File: config.mk
export PLATFORM = sky130hd
export DESIGN_NAME = shadow_dir
export DESIGN_NICKNAME = d
export VERILOG_FILES = /design/src/rtl/shadow_dir_pkg.sv /design/src/rtl/shadow_dir_array.sv /design/src/rtl/shadow_dir_pacer.sv /design/src/rtl/shadow_dir_classify.sv /design/src/rtl/shadow_dir.sv
export SDC_FILE = /design/constraint.sdc
export NUM_CORES = 1
export LEC_CHECK = 0
export BUFFER_PORTS_ARGS = -buffer_cell sky130_fd_sc_hd__buf_2
export CAP_MARGIN = 20
export CORE_UTILIZATION = 51
export DETAILED_ROUTE_END_ITERATION = 10
export PLACE_DENSITY = 0.69
export SYNTH_ARGS = -nofsm -noshare
export SYNTH_HDL_FRONTEND = slang
export SYNTH_HIERARCHICAL = 1
export SYNTH_SLANG_ARGS = --single-unit
export TNS_END_PERCENT = 30
File: constraint.sdc
create_clock -name clk_i -period 2.7 [get_ports clk_i]
set_clock_uncertainty 0.05 [all_clocks]
set_input_delay 0.54 -clock clk_i [delete_from_list [all_inputs] [get_ports clk_i]]
set_output_delay 0.54 -clock clk_i [all_outputs]
set_load 0.05 [all_outputs]
File: src/rtl/shadow_dir_pkg.sv
package shadow_dir_pkg;

  typedef enum logic [1:0] {
    ST_NONE   = 2'b00,
    ST_SHARED = 2'b01,
    ST_DIRTY  = 2'b10,
    ST_BUSY   = 2'b11
  } line_st_e;

  typedef enum logic [1:0] {
    CL_MEM       = 2'b00,
    CL_MEM_INVAL = 2'b01,
    CL_FWD_DIRTY = 2'b10,
    CL_FWD_BUSY  = 2'b11
  } resp_cls_e;

endpackage

File: src/rtl/shadow_dir_array.sv
module shadow_dir_array #(
  parameter int LINES = 64,
  localparam int IDX_W = $clog2(LINES)
) (
  input  logic             clk_i,
  input  logic             rst_ni,
  input  logic             wr_en_i,
  input  logic [IDX_W-1:0] wr_idx_i,
  input  logic [1:0]       wr_state_i,
  input  logic [IDX_W-1:0] rd_idx_i,
  output logic [1:0]       rd_state_o
);

  logic [1:0] rows_q [LINES];

  for (genvar r = 0; r < LINES; r++) begin : g_row
    logic row_we;
    assign row_we = wr_en_i && (wr_idx_i == IDX_W'(r));
    always_ff @(posedge clk_i or negedge rst_ni) begin
      if (!rst_ni)     rows_q[r] <= 2'b00;
      else if (row_we) rows_q[r] <= wr_state_i;
    end
  end

  assign rd_state_o = rows_q[rd_idx_i];

  AST_WRITE_LANDS: assert property (@(posedge clk_i) disable iff (!rst_ni)
    wr_en_i |=> rows_q[$past(wr_idx_i)] == $past(wr_state_i));

endmodule

File: src/rtl/shadow_dir_pacer.sv
module shadow_dir_pacer #(
  parameter int GAP = 2,
  localparam int CNT_W = $clog2(GAP + 1)
) (
  input  logic clk_i,
  input  logic rst_ni,
  input  logic fire_i,
  output logic ready_o
);

  logic [CNT_W-1:0] cnt_q;

  always_ff @(posedge clk_i or negedge rst_ni) begin
    if (!rst_ni)            cnt_q <= '0;
    else if (fire_i)        cnt_q <= CNT_W'(GAP - 1);
    else if (cnt_q != '0)   cnt_q <= cnt_q - 1'b1;
  end

  assign ready_o = (cnt_q == '0);

  AST_READY_DROPS: assert property (@(posedge clk_i) disable iff (!rst_ni)
    fire_i |=> !ready_o);

endmodule

File: src/rtl/shadow_dir_classify.sv
module shadow_dir_classify
  import shadow_dir_pkg::*;
(
  input  logic [1:0] state_i,
  input  logic       excl_i,
  output logic [1:0] cls_o,
  output logic       engine_o
);

  resp_cls_e cls;

  always_comb begin
    unique case (line_st_e'(state_i))
      ST_NONE:   cls = CL_MEM;
      ST_SHARED: cls = excl_i ? CL_MEM_INVAL : CL_MEM;
      ST_DIRTY:  cls = CL_FWD_DIRTY;
      ST_BUSY:   cls = CL_FWD_BUSY;
      default:   cls = CL_FWD_BUSY;
    endcase
  end

  assign cls_o    = cls;
  assign engine_o = (cls != CL_MEM);

endmodule

File: src/rtl/shadow_dir.sv
module shadow_dir #(
  parameter int LINES      = 64,
  parameter int LINE_BYTES = 128,
  parameter int LKP_GAP    = 2,
  localparam int IDX_W  = $clog2(LINES),
  localparam int OFF_W  = $clog2(LINE_BYTES),
  localparam int ADDR_W = OFF_W + IDX_W
) (
  input  logic              clk_i,
  input  logic              rst_ni,
  input  logic              lkp_valid_i,
  input  logic [ADDR_W-1:0] lkp_addr_i,
  input  logic              lkp_excl_i,
  output logic              lkp_ready_o,
  output logic              lkp_done_o,
  output logic [1:0]        lkp_state_o,
  output logic [1:0]        lkp_class_o,
  output logic              lkp_engine_o,
  input  logic              upd_valid_i,
  input  logic [ADDR_W-1:0] upd_addr_i,
  input  logic [1:0]        upd_state_i
);

  logic [IDX_W-1:0] lkp_idx, upd_idx;
  logic [1:0]       arr_state, eff_state, cls_d;
  logic             lkp_fire, upd_hit, eng_d;
  logic             unused_offset;

  assign lkp_idx       = lkp_addr_i[ADDR_W-1:OFF_W];
  assign upd_idx       = upd_addr_i[ADDR_W-1:OFF_W];
  assign unused_offset = ^{lkp_addr_i[OFF_W-1:0], upd_addr_i[OFF_W-1:0]};

  shadow_dir_pacer #(.GAP(LKP_GAP)) u_pacer (
    .clk_i   (clk_i),
    .rst_ni  (rst_ni),
    .fire_i  (lkp_fire),
    .ready_o (lkp_ready_o)
  );

  assign lkp_fire = lkp_valid_i & lkp_ready_o;

  shadow_dir_array #(.LINES(LINES)) u_array (
    .clk_i      (clk_i),
    .rst_ni     (rst_ni),
    .wr_en_i    (upd_valid_i),
    .wr_idx_i   (upd_idx),
    .wr_state_i (upd_state_i),
    .rd_idx_i   (lkp_idx),
    .rd_state_o (arr_state)
  );

  // same-cycle update wins over the stored value
  assign upd_hit   = upd_valid_i && (upd_idx == lkp_idx);
  assign eff_state = upd_hit ? upd_state_i : arr_state;

  shadow_dir_classify u_cls (
    .state_i  (eff_state),
    .excl_i   (lkp_excl_i),
    .cls_o    (cls_d),
    .engine_o (eng_d)
  );

  always_ff @(posedge clk_i or negedge rst_ni) begin
    if (!rst_ni) begin
      lkp_done_o   <= 1'b0;
      lkp_state_o  <= 2'b00;
      lkp_class_o  <= 2'b00;
      lkp_engine_o <= 1'b0;
    end else begin
      lkp_done_o <= lkp_fire;
      if (lkp_fire) begin
        lkp_state_o  <= eff_state;
        lkp_class_o  <= cls_d;
        lkp_engine_o <= eng_d;
      end
    end
  end

  AST_ONE_PER_GAP: assert property (@(posedge clk_i) disable iff (!rst_ni)
    lkp_done_o |=> !lkp_done_o);
  AST_RESULT_NEXT: assert property (@(posedge clk_i) disable iff (!rst_ni)
    (lkp_valid_i && lkp_ready_o) |=> lkp_done_o);
  AST_COLLIDE_NEW: assert property (@(posedge clk_i) disable iff (!rst_ni)
    (lkp_valid_i && lkp_ready_o && upd_valid_i &&
     upd_addr_i[ADDR_W-1:OFF_W] == lkp_addr_i[ADDR_W-1:OFF_W])
    |=> lkp_state_o == $past(upd_state_i));
  AST_NONE_LOCAL: assert property (@(posedge clk_i) disable iff (!rst_ni)
    (lkp_done_o && lkp_state_o == 2'b00) |-> (lkp_class_o == 2'b00 && !lkp_engine_o));
  AST_FWD_ENGINE: assert property (@(posedge clk_i) disable iff (!rst_ni)
    (lkp_done_o && lkp_state_o[1]) |-> (lkp_engine_o && lkp_class_o == lkp_state_o));

endmodule

After elaboration in Yosys (flattened, before gate mapping):

Index checks and enable logic that the tools add are counted.

* bits in latches: 0
* flip-flop bits (word level): 136
* input port bits: 33
* logic and storage cells: 219
* bits in writable memories: 0
* bits in read-only memories: 0
* output and inout port bits: 7
* memories kept: 0

* add/sub/neg operators: 1
* muxes and demuxes: 8
* multipliers: 0
* divide/modulo/power cells: 0
* shift-type cells: 0
* eq/ne operators: 67
* bitwise operators: 2
* order comparisons: 1
* reductions and logical operators: 71

Operator list (count)
* 6-bit equality test, second input constant: 32
* 6-bit by 5-bit equality test with 1-bit output, second input constant: 16
* 1-bit logical AND: 65
* 6-bit by 4-bit equality test with 1-bit output, second input constant: 8
* 6-bit by 3-bit equality test with 1-bit output, second input constant: 4
* 2-bit binary-select mux with 6-bit select: 1
* 6-bit by 2-bit equality test with 1-bit output, second input constant: 2
* 2-bit two-way mux: 5
* 2-bit case mux with 4 select lines: 1
* 7-bit greater-or-equal comparator, second input constant: 1
* 6-bit NOT with 7-bit output: 1
* 6-bit by 1-bit equality test with 1-bit output, second input constant: 1
* 6-bit equality test: 1
* 6-bit logical NOT: 1
* 2-bit nonzero test: 3
* 2-bit equality test, second input constant: 2
* 2-bit logical NOT: 2
* 2-bit by 1-bit equality test with 1-bit output, second input constant: 1
* 2-bit by 1-bit subtractor with 2-bit output, second input constant: 1
* 1-bit AND: 1
* 1-bit two-way mux: 1

Logic depth before layout (Yosys ltp):

Gate-level depths: netlist of run 1.

* depth in word-level cells: 8
* depth in mapped cells: 9

By module:

Netlist of run 1, hierarchy kept.

By module, submodules not included
* shadow_dir_array: cells each 450, area an instance 6174.7 µm², sequential area each 3203.1 µm², times used 1
* shadow_dir: cells each 30, area an instance 356.6 µm², sequential area each 150.1 µm², times used 1
* shadow_dir_pacer: cells each 9, area an instance 98.8 µm², sequential area each 50.0 µm², times used 1
* shadow_dir_classify: cells each 3, area an instance 18.8 µm², sequential area each 0.0 µm², times used 1

Worst setup path before layout of run 1:

Ideal clock, no wire load.

* path kind: in2reg
* from: input port lkp_addr_i[7]
* to: register lkp_engine_o
* arrival time: 2790 ps
* path buffers: 2
* setup slack: -264 ps
* setup time: 125 ps
* stages: 9
* cell sequence: buf_2 > buf_2 > mux4_2 > a22oi_1 > nand3_1 > a32o_1 > mux2_4 > a21o_1 > mux2_2

* word-level cells in the longest chain between the ends: 8

RTL lines
* start, declared: line shadow_dir.sv:12 `input logic [ADDR_W-1:0] lkp_addr_i,`
* 6-bit NOT with 7-bit output (not written as such) *: line shadow_dir_array.sv:25 `assign rd_state_o = rows_q[rd_idx_i];`
* 2-bit binary-select mux with 6-bit select *: line shadow_dir_array.sv:25
* 2-bit two-way mux (not written as such) * (2 in series): line shadow_dir_array.sv:25
* via arr_state[0]: line shadow_dir.sv:25 `logic [1:0] arr_state, eff_state, cls_d;`
* 2-bit two-way mux *: line shadow_dir.sv:54 `assign eff_state = upd_hit ? upd_state_i : arr_state;`
* via eff_state[0]: line shadow_dir.sv:25
* 2-bit equality test, or another cell as far along: line shadow_dir_classify.sv:13 `unique case (line_st_e'(state_i))`
* 2-bit case mux with 4 select lines *: line shadow_dir_classify.sv:13
* 2-bit nonzero test *: line shadow_dir_classify.sv:23 `assign engine_o = (cls != CL_MEM);`
* via eng_d: line shadow_dir.sv:26 `logic lkp_fire, upd_hit, eng_d;`
* end signal, assigned: line shadow_dir.sv:74 `lkp_engine_o <= eng_d;`
* end, declared: line shadow_dir.sv:18 `output logic lkp_engine_o,`

Mark *: on every way through the listed nets, which the timed path passes. The rest lies on a longest branch. The select of a mux whose other input is x is not followed.
A chain may end at the register's enable or synchronous reset.

Worst setup path in the final report of run 1:

* from: register u_array/rows_q[35] (netlist bit)
* to: register lkp_class_o[0]

* word-level cells in the longest chain between the ends: 6

RTL lines
* start, declared: line shadow_dir_array.sv:14 `logic [1:0] rows_q [LINES];`
* start signal, assigned by index: line shadow_dir_array.sv:21 `else if (row_we) rows_q[r] <= wr_state_i;`
* 2-bit binary-select mux with 6-bit select *: line shadow_dir_array.sv:25
* 2-bit two-way mux (not written as such) * (2 in series): line shadow_dir_array.sv:25
* via arr_state[1]: line shadow_dir.sv:25
* 2-bit two-way mux *: line shadow_dir.sv:54
* via eff_state[1]: line shadow_dir.sv:25
* 2-bit equality test, or another cell as far along: line shadow_dir_classify.sv:13
* 2-bit case mux with 4 select lines *: line shadow_dir_classify.sv:13
* via cls_d[0]: line shadow_dir.sv:25
* end signal, assigned: line shadow_dir.sv:73 `lkp_class_o <= cls_d;`
* end, declared: line shadow_dir.sv:17 `output logic [1:0] lkp_class_o,`

Marks and branches as above.

==> results of run 1 <==
==> cell families after synthesis <==
group,count (synthesis)
AO/OA/AOI/OAI,24
XOR/XNOR,7
AND/OR/NAND/NOR,119
flip-flops,136
multiplexers,170
adder cells (fa/ha/maj),1
buffers and inverters,35
==> where the power goes <==
part / internal, W / total [W] / leakage [nW] / switching [W]
combinational: 0.000485 / 0.00101 / 1.46 / 0.000520
sequential: 0.00234 / 0.00249 / 1.80 / 0.000151
clock: 0.00155 / 0.00240 / 0.301 / 0.000850
total: 0.00438 / 0.00590 / 3.56 / 0.00152
==> synthesized netlist by cell type <==
cell type    n  area share [%]
a32o_1       1            0.15
mux4_2      30              10
nand4_1      1           0.094
nand3_1      7            0.53
nand2b_1     7            0.66
mux2_2     131              22
a311o_1      2            0.30
ha_1         1            0.19
a211o_1      1            0.13
and2_1       2            0.19
nor2b_1      2            0.19
a311oi_1     1            0.13
o21a_1       1            0.11
mux2_4       2            0.45
xnor2_1      3            0.40
dfrtp_1    136              51
a21o_1       1            0.11
a211oi_1     1            0.11
and4_4       1            0.17
nor2_1      28             1.6
and3_1       2            0.19
nor3b_1      1            0.11
nor3_1       6            0.45
xor2_1       4            0.53
nand3b_1     3            0.34
nor4_1       1           0.094
clkbuf_1    25             1.4
or3b_2       1            0.13
o22ai_1      2            0.19
and2_4       1            0.13
inv_1        5            0.28
mux2i_1      4            0.60
nand2_1     49             2.8
buf_2        4            0.30
o21ai_0      2            0.15
a22oi_1      2            0.23
a21oi_1      5            0.38
nor3_2       1            0.15
or2_2        6            0.56
o221ai_1     4            0.53
buf_6        1            0.17
mux4_1       3             1.2
a31oi_1      1           0.094
==> flip-flops by register name (all words and copies together), names as in the netlist <==
name and flops:
lkp_class_o 2, lkp_done_o 1, lkp_engine_o 1, lkp_state_o 2, u_array/rows_q 128, u_pacer/cnt_q 2
==> metrics by stage <==
step                total power, W  instances  setup slack, ps
CTS                        0.00593        719             1.77
finish                     0.00590        719             21.2
global route               0.00612        719            -35.6
floorplan                  0.00321        492             -136
global placement           0.00348        687             -402
detailed placement         0.00353        687             -453
==> critical path: cells and delay by family, from the launching register on <==
| family | cells | cell delay, ps |
|---|---|---|
| muxes | 4 | 1510 |
| DFF | 1 | 390 |
| AOI/OAI and AO/OA | 2 | 420 |
| and+or+nand+nor | 1 | 180 |
==> worst paths after layout <==
| check | startpoint | end | slack (ps) |
|---|---|---|---|
| min in group clk_i | lkp_excl_i | lkp_engine_o | 420 |
| max in group asynchronous | rst_ni | u_array/rows_q[21] | 1880 |
| min | rst_ni | u_array/rows_q[124] | 60 |
| max | u_array/rows_q[35] | lkp_class_o[0] | 20 |
| min reg2reg | u_array/rows_q[58] | u_array/rows_q[58] | 450 |
| max reg2reg | u_array/rows_q[35] | lkp_class_o[0] | 20 |
==> timing repair <==
action | 4_1_cts | 5_1_grt
resized for setup | 2 | 1
setup buffers | 0 | 0
setup endpoints to repair | 1 | 2
==> metal layers <==
layer,vias to the layer above,part of all wire (%)
li1,1884,-
met1,2243,44
met2,87,50
met3,20,3.7
met4,0,1.7
met5,-,0
==> layout make-up <==
cell class	instances	area [sq um]
repair buffers	53	382
fillers	999	4930
multi-input cells	321	3090
clock buffers	21	480
inverters	5	18.8
flip-flops and latches	136	3400
well taps	172	215
clock inverters	11	145
==> qor.yml, run 1 <==
floorplanning:
  dieArea_sq_um: 13500
  rows: 41
  die_width_microns: 116
  core_sq_um: 12700
  fp.dieH_microns: 116
  initial_utilization_pct: 52.5
  num_io_pins: 40
yosys:
  synth_compound_area_share_pct: 2.62
  syn_avg_cell_area_sq_um: 13.5
  synth_area_sq_um: 6650
  synthSimpleGateAreaFrac_pct: 8.34
  ys_ff_latch: 136
  synth_fa_ha_area_share_pct: 0.188
  netlist_instances: 492
  yosysUniqueCellTypes: 43
  synth_top_family_by_area: "multiplexers"
  ys_seq_area_share_pct: 51.2
  synthMuxAreaShare_pct: 34.6
  syn_nets: 526
  synth_xor_area_share_pct: 0.922
  synth_warnings: 6
sta:
  rsz0062_at_grt: "yes"
  relSlewSlack_pct: 55.0
  hold_violations: 0
  worst_pin_slew_ps: 670
  setup_viol: 0
  fin_crit_sh_pct: 99.2
  drv_slew: 0
  setup-tns-final_ps: 0
  fmax_mhz: 373
  fin_crit_ps: 2680
  fin_worst_hold_slack_ps: 60.3
cts:
  clk-insertion-delay-late_ps: 410
  max-clock-path-buffers: 2
  ctsHoldBuffers: 0
  cts.clk_slew.worst_paths_ps: 60
  cts_tree: "built"
  cts_root_buffer: "clkbuf_16"
  numCtsBuffers: 17
  htreeDepth: 4
  clock-sinks: 136
critical_path:
  start_kind: "register"
  slowest_delay_ps: 490
  worstPathCellList: "mux4_2 -> mux4_2 -> and3_1 -> a211o_1 -> mux2_4 -> o21a_1 -> mux2_2"
  reg2reg_depth: 7
  crit_fanout: 3
  cp-end-kind: "register"
  criticalPathCategory: "reg2reg"
  cpMostUsedCell: "mux4_2"
  slowest_stage: "mux4_2"
  crit_required_ps: 2950
  arrival_ps: 2930
global_route:
  grt_use_total_pct: 24.2
  grt_pass1_vias: 4304
  gr-usage-met3_pct: 4.93
  gr-usage-met2_pct: 39.8
  gr-total-overflow: 0
  grt_pass1_wl_microns: 23500
  antenna_found_initial: 0
  grt_max_degree: 68
  grt_busiest_layer: "met2"
  use_met1_pct: 32.4
pwr:
  ir_drop_v: 0.000451
  leakage_nw: 3.56
  powerDensity_nw_per_um2: 762
drt:
  vias: 4234
  ant_nets: 0
  post_drt_wl_per_cell_microns: 21.0
  avgViaCountPerCell: 5.89
  drc: 0
  routed_wl_microns: 15100
  drt_iter0_drc: 286
  drt_pass1_iterations: 4
layout:
  design_area_sq_um: 7740
  layout_common_cells: "dfrtp_1, mux2_2, nand2_1"
  finalNetCount: 568
  layout_commonest_cell: "dfrtp_1"
  area_growth_pct: 16.4
  drive_gt1_share_pct: 47.5
  diodes: 0
  fin_util_pct: 61.1
placement:
  dpl_cell_area_sq_um: 7120
  gp_congestion: 0.852
  port_buffers: 25
  dp_hpwl_microns: 10400
job:
  drv_cap: 0
outcome:
  status: "finished, final reports clean"
hold_path:
  worstHoldPathType: "in2async"
Note: power is estimated with default switching activity, not from simulation.
==> run 2: changes to the inputs <==
SETUP_SLACK_MARGIN = 0.2   (was unset)
SLEW_MARGIN = 20   (was unset)
==> run 2 against run 1 <==
- register-to-register slack is essentially flat
- combinational power about the same
- final area unchanged
- wire length about the same
- first-iteration DRC count increased by 0.35%
- non-clock buffer count did not move
- largest cell class unchanged
==> qor.yml, run 2 (synthesis gave the netlist of run 1 again) <==
sta:
  relSlewSlack_pct: 54.9  # -0.12 points
  fin_worst_hold_slack_ps: 60.3  # -0.00180 ps
  hold_violations: 0  # unchanged
  setup_slack_ps: 22.5  # +1.37 ps
  fmax_mhz: 373  # about the same
  fin_crit_ps: 2680  # -1.37 ps
  rsz0062_at_grt: "yes"
  worst_pin_slew_ps: 672  # +1.82 ps
  fin_crit_sh_pct: 99.2  # about the same
  setup_viol: 0  # unchanged
  drv_slew: 0  # unchanged
critical_path:
  slowest_delay_ps: 490  # about the same
  reg2reg_depth: 7  # unchanged
  worstPathCellList: "mux4_2 -> mux4_2 -> and3_1 -> a211o_1 -> mux2_4 -> o21a_1 -> mux2_2"
  criticalPathCategory: "reg2reg"
  reg2reg_slack_ps: 20  # about the same
  start_kind: "register"
  r2r-start: "u_array/rows_q[35]"
  arrival_ps: 2930  # about the same
  slowest_stage: "mux4_2"
  crit_required_ps: 2950  # about the same
  cp-end-kind: "register"
  rr_endpoint: "lkp_class_o[0]"
  crit_fanout: 3  # unchanged
  cpMostUsedCell: "mux4_2"
cts:
  cts_tree: "built"
  clk-insertion-delay-late_ps: 410  # about the same
  cts.clk_slew.worst_paths_ps: 60  # about the same
  max-clock-path-buffers: 2  # unchanged
  htreeDepth: 4  # unchanged
  cts_root_buffer: "clkbuf_16"
  numCtsBuffers: 17  # unchanged
  clock-sinks: 136  # unchanged
  post_cts_buffers: 0  # unchanged
layout:
  area_growth_pct: 16.4  # unchanged
  largest_reg_flops: 128  # unchanged
  fin_util_pct: 61.1  # unchanged
  diodes: 0  # unchanged
  seq_area_sq_um: 3400  # unchanged
  drive_gt1_share_pct: 47.5  # unchanged
  design_area_sq_um: 7740  # unchanged
  multi_input_area_sq_um: 3090  # unchanged
  layout_common_cells: "dfrtp_1, mux2_2, nand2_1"
  fill_cells: 999  # unchanged
  layout_commonest_cell: "dfrtp_1"
  regMostFlops: "u_array/rows_q"
  finalNetCount: 568  # unchanged
floorplanning:
  initial_utilization_pct: 52.5  # unchanged
  die_width_microns: 116  # unchanged
  num_io_pins: 40  # unchanged
  core_sq_um: 12700  # unchanged
  rows: 41  # unchanged
  dieArea_sq_um: 13500  # unchanged
  fp.dieH_microns: 116  # unchanged
drt:
  avgViaCountPerCell: 5.89  # about the same
  vias: 4235  # +0.024%
  post_drt_wl_per_cell_microns: 21.0  # about the same
  drt_iter0_drc: 287  # +0.35%
  ant_nets: 0  # unchanged
  drt_pass1_iterations: 4  # unchanged
  drc: 0  # unchanged
  routed_wl_microns: 15100  # about the same
hold_path:
  worstHoldPathType: "in2async"
placement:
  gp_congestion: 0.852  # unchanged
  dp_hpwl_microns: 10400  # unchanged
  dpl_cell_area_sq_um: 7120  # unchanged
  port_buffers: 25  # unchanged
  pre_cts_slack_ps: -453  # unchanged
global_route:
  gr-total-overflow: 0  # unchanged
  antenna_found_initial: 0  # unchanged
  grt_pass1_wl_microns: 23500  # about the same
  grt_use_total_pct: 24.2  # about the same
  grt_pass1_vias: 4305  # +0.023%
  grt_max_degree: 68  # unchanged
pwr:
  powerDensity_nw_per_um2: 762  # about the same
  ir_drop_v: 0.000452  # about the same
  leakage_nw: 3.56  # unchanged
job:
  drv_cap: 0  # unchanged
outcome:
  status: "finished, final reports clean"
## run 2: cell counts in the layout (fill, tap and decap cells not counted)
Identical to the previous run, type by type.
## run 2: layer usage
layer / track usage [%] / part of all wire (%)
met2: 39.8 / 51
met4: 8.03 / 1.7
met5: 0 / 0
met1: 32.4 / 44
met3: 4.93 / 3.7
## run 2: final cells by class
cell class	count	share of cell area (%)
Clock buffer	21	6.21
Clock inverter	11	1.88
Inverter	5	0.243
Multi-Input combinational cell	321	40.0
Sequential cell	136	44.0
Tap cell	172	2.78
Timing Repair Buffer	53	4.93
## run 2: through the flow
stage / instances / total power (W) / setup TNS, ps
floorplan: 492 / 0.00321 / -294
global placement: 687 / 0.00348 / -1080
detailed placement: 687 / 0.00353 / -1330
CTS: 719 / 0.00593 / 0
global route: 719 / 0.00612 / -35.6
finish: 719 / 0.00590 / 0
## run 2: report_power, final
group	internal [W]	leakage, nW	total (W)	switching, W
combinational	0.000485	1.46	0.00101	0.000520
sequential	0.00234	1.80	0.00249	0.000151
clock	0.00155	0.301	0.00240	0.000851
total	0.00438	3.56	0.00590	0.00152
## run 2: what timing repair did
action,4_1_cts,5_1_grt
hold endpoints to repair,0,0
hold buffers,0,0
gates resized for setup,3,0
pin swaps,0,0
endpoints found under the setup margin,3,3
## run 2: how the worst max path moves through the flow
stage	depth (start not counted)	startpoint	endpoint
floorplan	8	lkp_addr_i[8]	lkp_class_o[0]
global placement	8	lkp_addr_i[8]	lkp_class_o[0]
detailed placement	8	lkp_addr_i[8]	lkp_class_o[0]
finish	7	u_array/rows_q[35]	lkp_class_o[0]
global route	7	u_array/rows_q[35]	lkp_class_o[0]
CTS	7	u_array/rows_q[35]	lkp_class_o[0]
## run 2: worst max-delay path: cells and delay by family, from the launching register on
kind / cells / cell delay [ps]
multiplexers: 4 / 1510
AO/OA/AOI/OAI: 2 / 420
AND/OR/NAND/NOR: 1 / 180
flip-flops: 1 / 390
==> run 3: changes to the inputs <==
PLACE_DENSITY = 0.66   (was 0.69)
clock period = 2.5 ns   (was 2.7 ns; I/O delays follow)
==> run 3 against run 2 <==
- the flow now finishes with violations (negative hold slack, negative setup slack)
- non-clock buffer count increased by 6
- worst setup slack got worse by 180 ps
- combinational power increased by 11%
- final area increased by 0.61%
- hold slack got worse by 72 ps
- utilization increased by 0.38 points
- register-to-register slack got worse by 180 ps
- sequential share of layout area decreased by 0.27 points
- critical path depth unchanged
==> qor.yml, run 3 (synthesis gave the netlist of run 1 again) <==
outcome:
  status: "complete, but fails checks"
  violations: "negative hold slack, negative setup slack"
cts:
  numCtsBuffers: 17  # unchanged
  clk-insertion-delay-late_ps: 420  # about the same
  htreeDepth: 4  # unchanged
  clock-sinks: 136  # unchanged
  max-clock-path-buffers: 2  # unchanged
  cts_root_buffer: "clkbuf_16"
  cts.clk_slew.worst_paths_ps: 60  # about the same
  cts_tree: "built"
floorplanning:
  fp.dieH_microns: 116  # unchanged
  die_width_microns: 116  # unchanged
  num_io_pins: 40  # unchanged
  dieArea_sq_um: 13500  # unchanged
  initial_utilization_pct: 52.5  # unchanged
  core_sq_um: 12700  # unchanged
  rows: 41  # unchanged
drt:
  ant_nets: 0  # unchanged
  drc: 0  # unchanged
  drt_iter0_drc: 288  # +0.35%
  post_drt_wl_per_cell_microns: 21.9  # +4.3%
  drt_pass1_iterations: 5  # +1
  routed_wl_microns: 15900  # +5.2%
  avgViaCountPerCell: 6.02  # +2.2%
  vias: 4365  # +3.1%
layout:
  regMostFlops: "u_array/rows_q"
  area_growth_pct: 17.1
  finalNetCount: 574  # +1.1%
  design_area_sq_um: 7790  # +0.61%
  largest_reg_flops: 128  # unchanged
  layout_commonest_cell: "dfrtp_1"
  diodes: 0  # unchanged
  fin_util_pct: 61.4  # +0.38 points
  drive_gt1_share_pct: 48.6  # +1.1 points
  layout_common_cells: "dfrtp_1, mux2_2, nand2_1"
hold_path:
  worstHoldPathType: "in2async"
pwr:
  ir_drop_v: 0.000689  # +53%
  leakage_nw: 3.59  # +0.66%
  powerDensity_nw_per_um2: 811  # +6.5%
  total_power_w: 0.00632  # +7.1%
critical_path:
  criticalPathCategory: "reg2reg"
  cp-end-kind: "register"
  arrival_ps: 2910  # -20 ps
  start_kind: "register"
  crit_fanout: 3  # unchanged
  reg2reg_depth: 7  # unchanged
  crit_required_ps: 2760  # -190 ps
global_route:
  grt_use_total_pct: 25.6  # +1.4 points
  grt_pass1_vias: 4514  # +4.9%
  gr-total-overflow: 0  # unchanged
  grt_max_degree: 58  # -15%
  grt_pass1_wl_microns: 24800  # +5.5%
  antenna_found_initial: 0  # unchanged
sta:
  fin_crit_ps: 2650  # -24.7 ps
  hold_violations: 5  # +5
  drv_slew: 0  # unchanged
  fin_worst_hold_slack_ps: -11.7  # -72.0 ps
  worst_pin_slew_ps: 539  # -133 ps
  rsz0062_at_grt: "yes"
  fmax_mhz: 377  # +0.93%
  fin_crit_sh_pct: 106  # +6.9 points
  setup-tns-final_ps: -405  # -405 ps
  setup_viol: 3  # +3
  setup_slack_ps: -153  # -175 ps
  relSlewSlack_pct: 64.1  # +9.2 points
job:
  drv_cap: 0  # unchanged
placement:
  dpl_cell_area_sq_um: 7170  # +0.70%
  port_buffers: 25  # unchanged
  gp_congestion: 0.920  # +7.9%
  dp_hpwl_microns: 11300  # +8.7%
-- run 3: cell count changes in the layout (fill, tap and decap cells not counted), sizes merged --
cell / change
clkinvlp: -1
buf: +6
clkbuf: -2
inv: +2
clkinv: +2
bufinv: -1
-- run 3: cell type report --
| class | instances | area, sq um |
|---|---|---|
| flip-flops and latches | 136 | 3400 |
| fillers | 991 | 4880 |
| repair buffers | 59 | 440 |
| clock buffers | 19 | 453 |
| well taps | 172 | 215 |
| clock inverters | 13 | 146 |
| inverters | 5 | 18.8 |
| multi-input cells | 321 | 3110 |
-- run 3: final timing paths --
path	startpoint	endpoint	slack, ps
max	u_array/rows_q[13]	lkp_class_o[0]	-150
min reg2reg	u_array/rows_q[79]	u_array/rows_q[79]	450
max reg2reg	u_array/rows_q[13]	lkp_class_o[0]	-150
min in group clk_i	lkp_excl_i	lkp_engine_o	390
min	rst_ni	u_array/rows_q[86]	-10
max in group asynchronous	rst_ni	u_array/rows_q[122]	1770
-- run 3: worst max-delay path, cell delays in order (launching register included) --
cell and delay, ps:
dfrtp_1 410, mux4_2 470, mux4_2 470, and3_4 160, a211o_1 260, mux2_4 290, o21a_1 170, mux2_4 260
-- run 3: report_power, final --
group	internal, W	total (W)	switching (W)
logic	0.000544	0.00112	0.000574
registers	0.00253	0.00272	0.000186
clock network	0.00153	0.00248	0.000953
-- run 3: timing repair --
item,CTS,global route
gates resized for setup,5,3
pin swaps,3,1
endpoints found under the setup margin,4,5
hold buffers,0,0
buffers inserted,1,0
-- run 3: routing by layer --
metal  part of all wire (%)  GRT usage, %  routed length [microns]  up-vias
li1                       -             -                        -     1897
met1                     44          34.8                     7000     2300
met2                     49          39.9                     7750      135
met3                    4.5          5.86                      710       33
met4                    2.5          10.9                      402        0
met5                      0             0                        0        -
-- run 3: through the flow --
stage	hold WS [ps]	cells	setup slack (ps)
final	-11.7	725	-153
after global routing	16.7	725	-185
after CTS	0.893	725	-170
after detailed placement	440	692	-538
after global placement	432	692	-509
after floorplan	154	492	-296
